$ cat src/rtl/sadd_pkg.sv
// Package: shared mode encoding for the bit-serial adder.
// Assumes: 2-bit mode fields; code 1 is a spare hold code.
package sadd_pkg;
    typedef enum logic [1:0] {
        MODE_HOLD  = 2'd0,
        MODE_SPARE = 2'd1,
        MODE_SHIFT = 2'd2,
        MODE_LOAD  = 2'd3
    } sadd_mode_e;
endpackage

$ cat src/rtl/sadd_shift_reg.sv
// Module: parallel-load right-shift register with a serial input at the MSB.
// Assumes: synchronous active-low reset; mode per sadd_pkg encoding.
module sadd_shift_reg
    import sadd_pkg::*;
#(
    parameter int W = 8
) (
    input  logic         clk,
    input  logic         rst_n,
    input  logic [1:0]   mode,
    input  logic [W-1:0] din,
    input  logic         ser_in,
    output logic [W-1:0] q,
    output logic         lsb
);
    sadd_mode_e mode_e;
    logic [W-1:0] q_next;

    // Purpose: decode the raw mode field.
    assign mode_e = sadd_mode_e'(mode);

    // Purpose: select the next register value for the mode.
    always_comb begin
        case (mode_e)
            MODE_LOAD:  q_next = din;
            MODE_SHIFT: q_next = {ser_in, q[W-1:1]};
            default:    q_next = q;
        endcase
    end

    // Purpose: register update with synchronous reset.
    always_ff @(posedge clk) begin
        if (!rst_n) q <= '0;
        else        q <= q_next;
    end

    // Purpose: expose the outgoing bit.
    assign lsb = q[0];

    AST_LOAD_PAR: assert property (@(posedge clk) disable iff (!rst_n)
        (mode == 2'd3) |=> (q == $past(din)));
    AST_HOLD_KEEP: assert property (@(posedge clk) disable iff (!rst_n)
        (mode == 2'd0 || mode == 2'd1) |=> $stable(q));
    AST_SHIFT_RIGHT: assert property (@(posedge clk) disable iff (!rst_n)
        (mode == 2'd2) |=> (q[W-2:0] == $past(q[W-1:1])));
endmodule

$ cat src/rtl/sadd_bit_stage.sv
// Module: one-bit full adder with registered sum and carry.
// Assumes: clr has priority over en; en is asserted only when both operands advance.
module sadd_bit_stage (
    input  logic clk,
    input  logic rst_n,
    input  logic clr,
    input  logic en,
    input  logic a_bit,
    input  logic b_bit,
    output logic sum_q,
    output logic carry_q
);
    logic sum_c;
    logic carry_c;

    // Purpose: combinational full-adder bit.
    always_comb begin
        sum_c   = a_bit ^ b_bit ^ carry_q;
        carry_c = (a_bit & b_bit) | (a_bit & carry_q) | (b_bit & carry_q);
    end

    // Purpose: capture sum and carry; clear on load or reset.
    always_ff @(posedge clk) begin
        if (!rst_n || clr) begin
            sum_q   <= 1'b0;
            carry_q <= 1'b0;
        end else if (en) begin
            sum_q   <= sum_c;
            carry_q <= carry_c;
        end
    end

    AST_CLEAR_ON_LOAD: assert property (@(posedge clk) disable iff (!rst_n)
        clr |=> (!carry_q && !sum_q));
    AST_CARRY_IDLE: assert property (@(posedge clk) disable iff (!rst_n)
        (!clr && !en) |=> ($stable(carry_q) && $stable(sum_q)));
    AST_CARRY_MAJ: assert property (@(posedge clk) disable iff (!rst_n)
        (!clr && en) |=> (carry_q == ($countones({$past(a_bit), $past(b_bit), $past(carry_q)}) >= 2)));
endmodule

$ cat src/rtl/sadd_serial_top.sv
// Module: bit-serial adder; A accumulates the sum, B rotates back to its operand.
// Assumes: operands of W bits; the caller shifts B W clocks and A W+1 clocks.
module sadd_serial_top #(
    parameter int W = 8
) (
    input  logic         clk,
    input  logic         rst_n,
    input  logic [W-1:0] din_a,
    input  logic [W-1:0] din_b,
    input  logic [1:0]   mode_a,
    input  logic [1:0]   mode_b,
    output logic [W-1:0] reg_a,
    output logic [W-1:0] reg_b,
    output logic         carry_out
);
    localparam logic [1:0] CODE_SHIFT = 2'd2;
    localparam logic [1:0] CODE_LOAD  = 2'd3;

    logic a_lsb;
    logic b_lsb;
    logic sum_bit;
    logic stage_clr;
    logic stage_en;

    // Purpose: control of the adder stage from both modes.
    assign stage_clr = (mode_a == CODE_LOAD) || (mode_b == CODE_LOAD);
    assign stage_en  = (mode_a == CODE_SHIFT) && (mode_b == CODE_SHIFT);

    sadd_shift_reg #(.W(W)) u_reg_a (
        .clk    (clk),
        .rst_n  (rst_n),
        .mode   (mode_a),
        .din    (din_a),
        .ser_in (sum_bit),
        .q      (reg_a),
        .lsb    (a_lsb)
    );

    sadd_shift_reg #(.W(W)) u_reg_b (
        .clk    (clk),
        .rst_n  (rst_n),
        .mode   (mode_b),
        .din    (din_b),
        .ser_in (b_lsb),
        .q      (reg_b),
        .lsb    (b_lsb)
    );

    sadd_bit_stage u_stage (
        .clk     (clk),
        .rst_n   (rst_n),
        .clr     (stage_clr),
        .en      (stage_en),
        .a_bit   (a_lsb),
        .b_bit   (b_lsb),
        .sum_q   (sum_bit),
        .carry_q (carry_out)
    );

    AST_B_ROTATE: assert property (@(posedge clk) disable iff (!rst_n)
        (mode_b == CODE_SHIFT) |=> (reg_b[W-1] == $past(reg_b[0])));
    AST_A_SERIAL: assert property (@(posedge clk) disable iff (!rst_n)
        (mode_a == CODE_SHIFT) |=> (reg_a[W-1] == $past(sum_bit)));
endmodule

$ cat config.mk
export PLATFORM = sky130hd
export DESIGN_NAME = sadd_serial_top
export DESIGN_NICKNAME = d
export VERILOG_FILES = /design/src/rtl/sadd_pkg.sv /design/src/rtl/sadd_shift_reg.sv /design/src/rtl/sadd_bit_stage.sv /design/src/rtl/sadd_serial_top.sv
export SDC_FILE = /design/constraint.sdc
export NUM_CORES = 1
export LEC_CHECK = 0
export ABC_CLOCK_PERIOD_IN_PS = 2000
export BUFFER_PORTS_ARGS = -buffer_cell sky130_fd_sc_hd__buf_4
export CORE_MARGIN = 2
export CORE_UTILIZATION = 48
export DETAILED_ROUTE_END_ITERATION = 10
export GPL_ROUTABILITY_DRIVEN = 0
export PLACE_DENSITY = 0.82
export SLEW_MARGIN = 30
export SYNTH_ARGS = -nofsm -noshare
export SYNTH_HDL_FRONTEND = slang
export SYNTH_HIERARCHICAL = 1
export SYNTH_SLANG_ARGS = --single-unit
$ cat constraint.sdc
create_clock -name clk -period 2 [get_ports clk]
set_input_delay 0 -clock clk [delete_from_list [all_inputs] [get_ports clk]]
set_output_delay 0 -clock clk [all_outputs]
set_load 0.005 [all_outputs]
# After elaboration in Yosys (flattened, before gate mapping)
# Cells that the tools add are included.
word_totals:
  reg_bits: 18
  out_inout_bits: 17
  input_bits: 22
  mem_bits_rw: 0
  wordCells: 23
  romBits: 0
  mem_count: 0
  latch_bits: 0
classes:
  order_cmp: 0
  bitwise_logic: 7
  n_mux: 2
  div_mod_pow: 0
  add_sub_neg: 0
  eq_ne: 4
  reduce_logical: 6
  n_shift: 0
  multipliers: 0
op_table:
  columns: ["op", "count"]
  rows:
  - ["8-bit case mux with 2 select lines", 2]
  - ["2-bit == test (second input constant)", 4]
  - ["2-bit nonzero test", 2]
  - ["1-bit bitwise AND", 3]
  - ["1-bit logical OR", 2]
  - ["1-bit OR", 2]
  - ["1-bit XOR", 2]
  - ["1-bit logical AND", 1]
  - ["1-bit zero test", 1]

# Logic depth before layout (Yosys ltp)
depth:
  word_depth: 3
  ltp_mapped: 3
  depth_no_buf: 3

# Hierarchy
# Netlist, hierarchy kept.
by_module_without_submodules:
  columns: ["module", "cells_per_inst", "area_per_inst_um2", "instances", "seq_area_each_um2"]
  rows:
  - ["sadd_shift_reg", 35, 354.1, 2, 160.2]
  - ["sadd_bit_stage", 8, 93.8, 1, 40.0]
  - ["sadd_serial_top", 2, 22.5, 1, 0.0]

# Worst setup path before layout
# OpenSTA, ideal clock, no wires.
synth_timing:
  kind: "register to register"
  start: "reg u_reg_b.q[0]"
  end: "reg u_stage.sum_q"
  n_path_buf: 0
  required_time_ns: 1.886
  setup_time_ns: 0.114
  stages_incl_launch_ff: 4
  path_slack_ns: 0.943
  arrival_ns: 0.943
  synth_period_minus_slack_ns: 1.057
  cell_sequence: "dfxtp_1 -> fa_1 -> mux2i_1 -> nor2_1"
synth_between:
  elab_chain_len: 2
synth_lines:
  columns: ["item", "line_no", "source"]
  rows:
  - ["start, declared", "sadd_shift_reg.sv:13", "output logic [W-1:0] q,"]
  - ["start signal, assigned", "sadd_shift_reg.sv:34", "else q <= q_next;"]
  - ["1-bit XOR (2 in a row)", "sadd_bit_stage.sv:18", "sum_c = a_bit ^ b_bit ^ carry_q;"]
  - ["named net u_stage.sum_c", "sadd_bit_stage.sv:13", "logic sum_c;"]
  - ["end signal, assigned", "sadd_bit_stage.sv:28", "sum_q <= sum_c;"]
  - ["end, declared", "sadd_bit_stage.sv:10", "output logic sum_q,"]
# The timed path passes the listed nets, and every way through them passes these cells.
# A chain may end at the register's enable or synchronous reset.

# Worst setup path after layout
layout_timing:
  start: "in mode_a[1]"
  end: "reg u_reg_a.q[7]"
layout_between:
  elab_chain_len: 2
  elab_cells_between_ends: 4
  classes_between: "eq/ne (2); mux (1); reduce/logical (1)"
layout_lines:
  columns: ["item", "line_no", "source"]
  rows:
  - ["start, declared", "sadd_serial_top.sv:10", "input logic [1:0] mode_a,"]
  - ["2-bit == test", "sadd_shift_reg.sv:24", "case (mode_e)"]
  - ["8-bit case mux with 2 select lines / 2-bit nonzero test (equally long branches)", null, null]
  - ["end signal, assigned", "sadd_shift_reg.sv:34", null]
  - ["end, declared", "sadd_shift_reg.sv:13", null]
# Several ways; a longest one is shown, not always the timed one.

==> run_results.csv <==
group,metric,value,unit
outcome,status,"complete, no violations",
grt,grt_pass1_vias,668,
clock_tree,cts_inserted_buffers,3,
power,netSwitchingFraction,0.245,
grt,antenna_found_initial,0,
layout,final_nets,153,
grt,grt_first_pass_wirelength,2.95,mm
critical_path,crit_slowest_cell,"dlygate4sd3_1",
power,finalPower,0.788,mW
sta,max_slew_margin,0.864,
layout,fin_area,1240,sq um
floorplan,die_w,45.4,um
sta,finalCritPeriodShare,0.693,
clock_tree,clockRootBuffer,"clkbuf_4",
critical_path,r2r_start,"u_reg_a/q[7]",
layout,antenna_cells,0,
synthesis,netlist.area_leader.share,0.437,
power,clkPwrFrac,0.283,
power,p_int,0.595,mW
route,first_pass_iters,4,
sta,slew_viol_final,0,
route,drc,0,
synthesis,syn-num-nets,103,
clock_tree,clock_path_buffers,2,
worst_hold_path,hp-class,"in2reg",
grt,grt_max_degree,19,
sta,finalClockSkew,0.000809,ns
sta,rsz0062_at_grt,"no",
synthesis,synth.avg_cell_area,10.3,sq um
placement,numPortBuffers,38,
route,wl,1.92,mm
critical_path,cp-end-kind,"flip-flop",
sta,final-hold-violation-count,0,
route,drtIter0Drc,10,
route,ant_nets,0,
floorplan,die-height,45.4,um
floorplan,rows,14,
critical_path,path_common_cell,"dlygate4sd3_1",
synthesis,yosysSeqAreaShare,0.437,
placement,placed_cell_area,1070,sq um
layout,syn2layout_area_growth,49.9,%
critical_path,crit_type,"in2reg",
route,via_count,773,
synthesis,synth_common_cells,"dfxtp_1, mux2i_1, a21oi_1",
critical_path,worstPathRequired,2.19,ns
route,wl_per_cell,13.2,um
sta,period_needed,1.39,ns
layout,drive_above_1_share,0.357,
power,combPwrFrac,0.209,
synthesis,synth.largest_area_cell,"dfxtp_1",
sta,fmax,721,MHz
synthesis,synth.area.top_cells,"dfxtp_1, mux2i_1, a21oi_1, o21ai_0, buf_6",
clock_tree,htreeDepth,1,
critical_path,startpoint,"mode_a[1]",
critical_path,max_stage_delay,0.56,ns
run,maxCapViolations,0,
power,netSwitchingPower,0.193,mW
clock_tree,worstSkewPairLatency,0.29,ns
synthesis,synth_edf_count,0,
critical_path,worstSetupStartpointType,"input pin",
floorplan,core,1560,sq um
synthesis,yosys_most_used_dff,"dfxtp_1",
floorplan,die-area,2070,sq um
route,vias_per_cell,5.33,
synthesis,syn_area,825,sq um
critical_path,path_max_fanout,18,
synthesis,synth_seq_cells,18,
clock_tree,clk_pin_slew,0.10,ns
grt,grt_remaining_overflow,0,
clock_tree,cts_tree,"built",
critical_path,worstPathCellList,"dlygate4sd3_1 > buf_4 > o21ai_0 > a21oi_1 > dlygate4sd3_1",
power,cellPowerDensity,637,nW/um^2
floorplan,initial_core_util,0.529,
sta,fin_tns_setup,0,ns
power,seqPwrFrac,0.508,
synthesis,yosysWarnings,6,
synthesis,synthArstFlopShare,0,
sta,tightestPinTransition,0.202,ns
grt,grt_util_all_layers,0.198,
floorplan,pin_count,39,
synthesis,synth.distinct_cells,13,
synthesis,synthCells,80,
placement,dp_hpwl,1.25,mm
power,peakVddDrop,0.362,mV
power,p_leak,0.585,nW
critical_path,arrival,1.57,ns
sta,finalSetupViolCount,0,
clock_tree,numClockSinks,18,
worst_hold_path,worst_hold_startpoint,"din_a[2]",
## state kept, by name, indices dropped and copies added (netlist names)
name	flops
u_stage/carry_q	1
u_reg_a/q	8
u_stage/sum_q	1
u_reg_b/q	8
## layer usage
| layer | up-vias | share of wire | global-route usage |
|---|---|---|---|
| li1 | 392 | - | - |
| met3 | 2 | 0.061 | 0.0476 |
| met1 | 351 | 0.44 | 0.266 |
| met4 | 0 | 0.0068 | 0.0706 |
| met2 | 28 | 0.49 | 0.307 |
| met5 | - | 0 | 0 |
## cell type report
cell class              instances  area, sq um
repair buffers                 51          415
multi-input cells              56          404
well taps                      16         20.0
flip-flops and latches         18          360
clock buffers                   4         36.3
fillers                       112          323
## layout by cell type (no fill, tap or decap)
| cell | instances |
|---|---|
| a21oi_1 | 16 |
| and4bb_2 | 1 |
| fa_1 | 1 |
| dlygate4sd3_1 | 13 |
| clkbuf_8 | 1 |
| o21ai_2 | 2 |
| o21ai_1 | 2 |
| buf_4 | 38 |
| dfxtp_1 | 18 |
| clkbuf_4 | 3 |
| mux2i_1 | 18 |
| o21ai_0 | 12 |
| nor2_1 | 2 |
| a22o_2 | 1 |
| nand2b_1 | 1 |
## per-stage QoR
stage	utilization	setup slack, ns	hold WS [ns]	cells
after floorplan	-	0.943	0.111	80
after global placement	0.686	0.926	0.289	128
after detailed placement	0.686	0.858	0.299	128
after CTS	0.793	0.687	0.000158	145
after global routing	0.793	0.598	0.0149	145
final	0.793	0.614	0.00720	145
## repair_timing
action,in CTS,in global routing
setup buffers,0,0
hold endpoints to repair,9,0
hold buffers,13,0
endpoints found under the setup margin,0,0
gates resized for setup,0,0
## cell families after synthesis
kind of cell / Yosys count / share of synthesized area
mux: 18 / 0.219
compound gates: 33 / 0.215
fa+ha+maj: 1 / 0.0243
flops: 18 / 0.437
simple gates: 4 / 0.0319
buf+inv: 6 / 0.0728
## worst paths after layout
kind | to | slack (ns) | depth (start not counted)
worst max-delay path | u_reg_a/q[7] | 0.61 | 5
worst max register to register | u_reg_a/q[7] | 0.72 | 3
worst min-delay path | u_reg_a/q[2] | 0.007 | 3
worst min register to register | u_reg_a/q[1] | 0.54 | 2
## power by group through the flow
stage / clock, mW / combinational (mW) / sequential [mW]
finish: 0.223 / 0.165 / 0.400
global route: 0.240 / 0.180 / 0.404
CTS: 0.232 / 0.164 / 0.400
detailed placement: 0 / 0.142 / 0.408
global placement: 0 / 0.139 / 0.406
floorplan: 0 / 0.0693 / 0.408
## critical path, delay by kind of cell
family	cells	cell delay [ns]
AOI/OAI and AO/OA	2	0.28
buffers and inverters	3	1.29
Power figures use the tool's default switching activity.
